**src/rtl/evt_timer16.sv**
```systemverilog
module evt_timer16 #(
  parameter int CYC_LEN = 12,
  parameter int SMP_PH  = 9,
  parameter int UPD_PH  = 2,
  parameter int PW      = $clog2(CYC_LEN)
) (
  input  logic          clk,
  input  logic          rst_n,
  input  logic          cnt_pin,
  input  logic          ext_evt,
  input  logic          wr_en,
  input  logic [1:0]    addr,
  input  logic [7:0]    wr_data,
  output logic [7:0]    rd_data,
  output logic          irq,
  output logic [PW-1:0] phase
);
  localparam logic [PW-1:0] LAST = PW'(CYC_LEN - 1);

  logic [PW-1:0] ph_q;
  logic [15:0]   cnt_q;
  logic [5:0]    ctl_q;
  logic          ovf_q, ext_q, smp_q, pend_q;

  wire wr_lo  = wr_en && addr == 2'd0;
  wire wr_hi  = wr_en && addr == 2'd1;
  wire wr_ctl = wr_en && addr == 2'd2;
  wire at_smp = ph_q == PW'(SMP_PH);
  wire at_upd = ph_q == PW'(UPD_PH);
  wire tick   = ctl_q[0] && at_upd && (ctl_q[1] ? pend_q : 1'b1);
  wire bump   = tick && !wr_lo && !wr_hi;
  wire wrap   = bump && cnt_q == 16'hFFFF;

  always_ff @(posedge clk or negedge rst_n)
    if (!rst_n)            ph_q <= '0;
    else if (ph_q == LAST) ph_q <= '0;
    else                   ph_q <= ph_q + 1'b1;

  always_ff @(posedge clk or negedge rst_n)
    if (!rst_n) begin
      smp_q  <= 1'b0;
      pend_q <= 1'b0;
    end else if (at_smp) begin
      smp_q  <= cnt_pin;
      pend_q <= smp_q & ~cnt_pin;
    end else if (at_upd) begin
      pend_q <= 1'b0;
    end

  always_ff @(posedge clk or negedge rst_n)
    if (!rst_n) cnt_q <= '0;
    else if (wr_lo || wr_hi) begin
      if (wr_lo) cnt_q[7:0]  <= wr_data;
      if (wr_hi) cnt_q[15:8] <= wr_data;
    end else if (bump) cnt_q <= cnt_q + 16'd1;

  always_ff @(posedge clk or negedge rst_n)
    if (!rst_n) begin
      ctl_q <= '0;
      ovf_q <= 1'b0;
      ext_q <= 1'b0;
    end else begin
      if (wr_ctl) ctl_q <= wr_data[5:0];
      ovf_q <= (wr_ctl ? wr_data[7] : ovf_q) | wrap;
      ext_q <= (wr_ctl ? wr_data[6] : ext_q) | ext_evt;
    end

  always_comb
    case (addr)
      2'd0:    rd_data = cnt_q[7:0];
      2'd1:    rd_data = cnt_q[15:8];
      2'd2:    rd_data = {ovf_q, ext_q, ctl_q};
      default: rd_data = 8'h00;
    endcase

  assign irq   = ovf_q | ext_q;
  assign phase = ph_q;
endmodule

```
**config.mk**
```make
export PLATFORM = sky130hd
export DESIGN_NAME = evt_timer16
export DESIGN_NICKNAME = d
export VERILOG_FILES = /design/src/rtl/evt_timer16.sv
export SDC_FILE = /design/constraint.sdc
export NUM_CORES = 1
export LEC_CHECK = 0
export CAP_MARGIN = 10
export CORE_UTILIZATION = 58
export CTS_BUF_LIST = sky130_fd_sc_hd__clkbuf_16
export CTS_CLUSTER_DIAMETER = 80
export DETAILED_ROUTE_END_ITERATION = 7
export PLACE_DENSITY = 0.94
export SYNTH_ARGS = -nofsm -noshare
export SYNTH_HDL_FRONTEND = slang
export SYNTH_SLANG_ARGS = --single-unit
```
**constraint.sdc**
```tcl
create_clock -name clk -period 3.5 [get_ports clk]
set_input_delay 0.7 -clock clk [delete_from_list [all_inputs] [get_ports clk]]
set_output_delay 0.7 -clock clk [all_outputs]
set_load 0.02 [all_outputs]
```
==> flow_summary.toml <==
[cts]
cts_setup_buffers = 0
cts_resized = 0
clk_latency_ps = 270
cts_inserted_buffers = 5
cts_hold_buf = 0
clk_pin_slew_ps = 50
cts.sinks = 30
cts_tree = "built"
cts-root-buf = "clkbuf_16"
htreeDepth = 2
clock_path_buffers = 2

[synthesis]
synthFlopType = "dfrtp_1"
synth.area.mux_share_pct = 11.03
synthDistinctLibCells = 49
synth_compound_area_share_pct = 19.19
synth-xor-area-share_pct = 0.4798
syn_inst = 195
syn-num-nets = 214
syn_area_um2 = 1826
yosysMostFrequentCell = "dfrtp_1"
yosysTopAreaCell = "dfrtp_1"
ys_seq_area_share_pct = 41.12
ys_top_cells_by_area = "dfrtp_1, mux2i_1, o21ai_0, mux2_2, nand2_1"
synthTopCellsByCount = "dfrtp_1, nand2_1, o21ai_0, a21oi_1, nor2_1"
synth_fa_ha_area_share_pct = 2.742
syn_avg_cell_area_um2 = 9.362
async_flop_share_pct = 100.0
yosysWarnings = 0
ys_ff_latch = 30
synth_top_family_by_area = "simple AND/OR/NAND/NOR gates"
yosysTopAreaCellShare_pct = 41.12
synth_edf_count = 0
synth-simple-area-share_pct = 20.63

[layout]
fin_area_um2 = 2265
layout.nets = 244
antenna_cells = 0
multiInputGateArea_um2 = 987.2
nFillCells = 190
area_growth_pct = 24.06
regArea_um2 = 750.7
drive_gt1_share_pct = 11.50

[worst_setup_path]
start_kind = "primary input"
reg2reg_to = "cnt_q[10]"
path_class = "primary input to output pin"
r2r_slack_ps = 1440
critPathSlowestCell = "clkdlybuf4s50_1"
reg2regPathDepth = 6
r2r_start = "cnt_q[0]"
cp_common_cell = "clkdlybuf4s50_1"
critPathRequiredTime_ps = 2800
worstPathMaxFanout = 7
worstSetupEndpointType = "output pin"
slowest_delay_ps = 670
crit_chain = "clkdlybuf4s50_1 -> buf_4 -> mux2i_1 -> o21ai_0 -> clkdlybuf4s50_1"
worstPathArrival_ps = 2470

[pwr]
seq_power_share_pct = 42.0
intPower_mw = 0.8165
ir_drop_mv = 0.4743
p_per_area_nw_per_um2 = 537.2
finalPower_mw = 1.217
p_comb_share_pct = 25.5
swShare_pct = 32.89
leakagePower_nw = 0.9572
power.switching_mw = 0.4001
clkPwrFrac_pct = 32.5

[global_routing]
grt-ovfl-total = 0
antenna_found_initial = 0
grt_use_total_pct = 30.00
first_global_vias = 1513
grt_max_degree = 31
grt_pass1_wl_mm = 7.265

[floorplan]
rows = 19
die_x_um = 58.10
die_area_um2 = 3376
coreArea_um2 = 2877
start_util_pct = 63.46
dieHeight_um = 58.10
ios = 28

[run]
maxCapViolCount = 0

[min_path]
hold_depth = 1
hp-class = "flip-flop to flip-flop"
hp-start = "smp_q"
holdPathEnd = "smp_q"

[drt]
vias_per_cell = 6.384
wire_per_inst_um = 17.45
drtIter0Drc = 134
vias = 1711
postRouteWirelength_mm = 4.676
ant_nets = 0
remaining_drc_errors = 0
dr.pass1.iters = 5

[sta]
worst_pin_slew_ps = 569.6
finalCritPeriodShare_pct = 90.60
skew_ps = 1.860
min_period_ps = 3171
rsz0062_at_grt = "false"
hold_viol_final = 0
fmax_ghz = 0.3154
tns_ps = 0
slew_headroom_pct = 61.68
slew_viol_final = 0
setup_viol = 0

[placement]
place_area_um2 = 2128
dpl.hpwl_mm = 3.211
io_buffers = 27
gp_routability_congestion = 0.9150

[outcome]
status = "completed"
[sequential cells by signal (all words and copies together), names as in the netlist]
name,cells
pend_q,1
ext_q,1
ctl_q,6
cnt_q,16
ovf_q,1
phase,4
smp_q,1
[critical path, delay by kind of cell]
kind,cells,cell delay [ps]
buffers and inverters,3,1380
AOI/OAI and AO/OA,1,290
muxes,1,100
[power by group through the flow]
| stage | registers [mW] | clock network (mW) | logic (mW) |
|---|---|---|---|
| after floorplan | 0.481 | 0 | 0.206 |
| after CTS | 0.505 | 0.397 | 0.309 |
| after global routing | 0.517 | 0.417 | 0.335 |
| after global placement | 0.503 | 0 | 0.295 |
| final | 0.510 | 0.395 | 0.311 |
| after detailed placement | 0.509 | 0 | 0.304 |
[logic make-up (layout without fill, tap and decap cells)]
logic type      count (synthesis)  in the layout
xor+xnor                        1              1
fa+ha+maj                       4              4
mux                            19             19
simple gates                   70             70
compound gates                 55             55
flops                          30             30
buf+inv                        16             47
[stage by stage]
step / hold slack, ps / setup slack (ps) / instances / util [%]
after floorplan: 404.4 / 1310 / 195 / -
after global placement: 488.0 / 495.7 / 260 / 73.99
after global routing: 512.6 / 321.8 / 268 / 78.73
final: 495.4 / 329.2 / 268 / 78.73
after CTS: 497.3 / 382.3 / 268 / 78.73
after detailed placement: 486.5 / 466.9 / 260 / 73.99
[worst max-delay path by stage]
stage / depth (start not counted) / slack [ps] / end / start
finish: 5 / 330 / rd_data[7] / addr[0]
detailed placement: 6 / 470 / rd_data[7] / addr[1]
global route: 5 / 320 / rd_data[7] / addr[0]
CTS: 6 / 380 / rd_data[7] / addr[1]
global placement: 6 / 500 / rd_data[0] / addr[1]
floorplan: 5 / 1310 / rd_data[0] / addr[1]
[metal layers]
metal	GRT usage [%]	part of all wire, %
met1	37.01	39
met2	48.44	50
met3	9.152	7.8
met4	13.61	2.7
met5	0	0
[final cells by class]
| type | count | share of cell area [%] |
|---|---|---|
| clock inverter | 3 | 0.4972 |
| sequential | 30 | 33.15 |
| multi-input combinational | 149 | 43.59 |
| timing repair buffer | 33 | 13.92 |
| tap | 42 | 2.320 |
| inverter | 6 | 0.9945 |
| clock buffer | 5 | 5.525 |
[cells in the final DEF (no fill, tap or decap), types with 3 or more instances in the layout]
cell type / instances
mux2_2: 8
clkdlybuf4s50_1: 27
clkbuf_16: 5
a311oi_1: 3
and3_1: 3
ha_1: 4
nor2b_1: 3
dfrtp_1: 30
nand2_1: 24
nand4_1: 4
a21oi_1: 13
nand2b_1: 3
nor3_1: 3
buf_4: 6
mux2i_1: 10
clkinv_1: 3
o21ai_0: 18
nor2_1: 12
inv_1: 6
nand3_1: 4
Power figures use the tool's default switching activity.
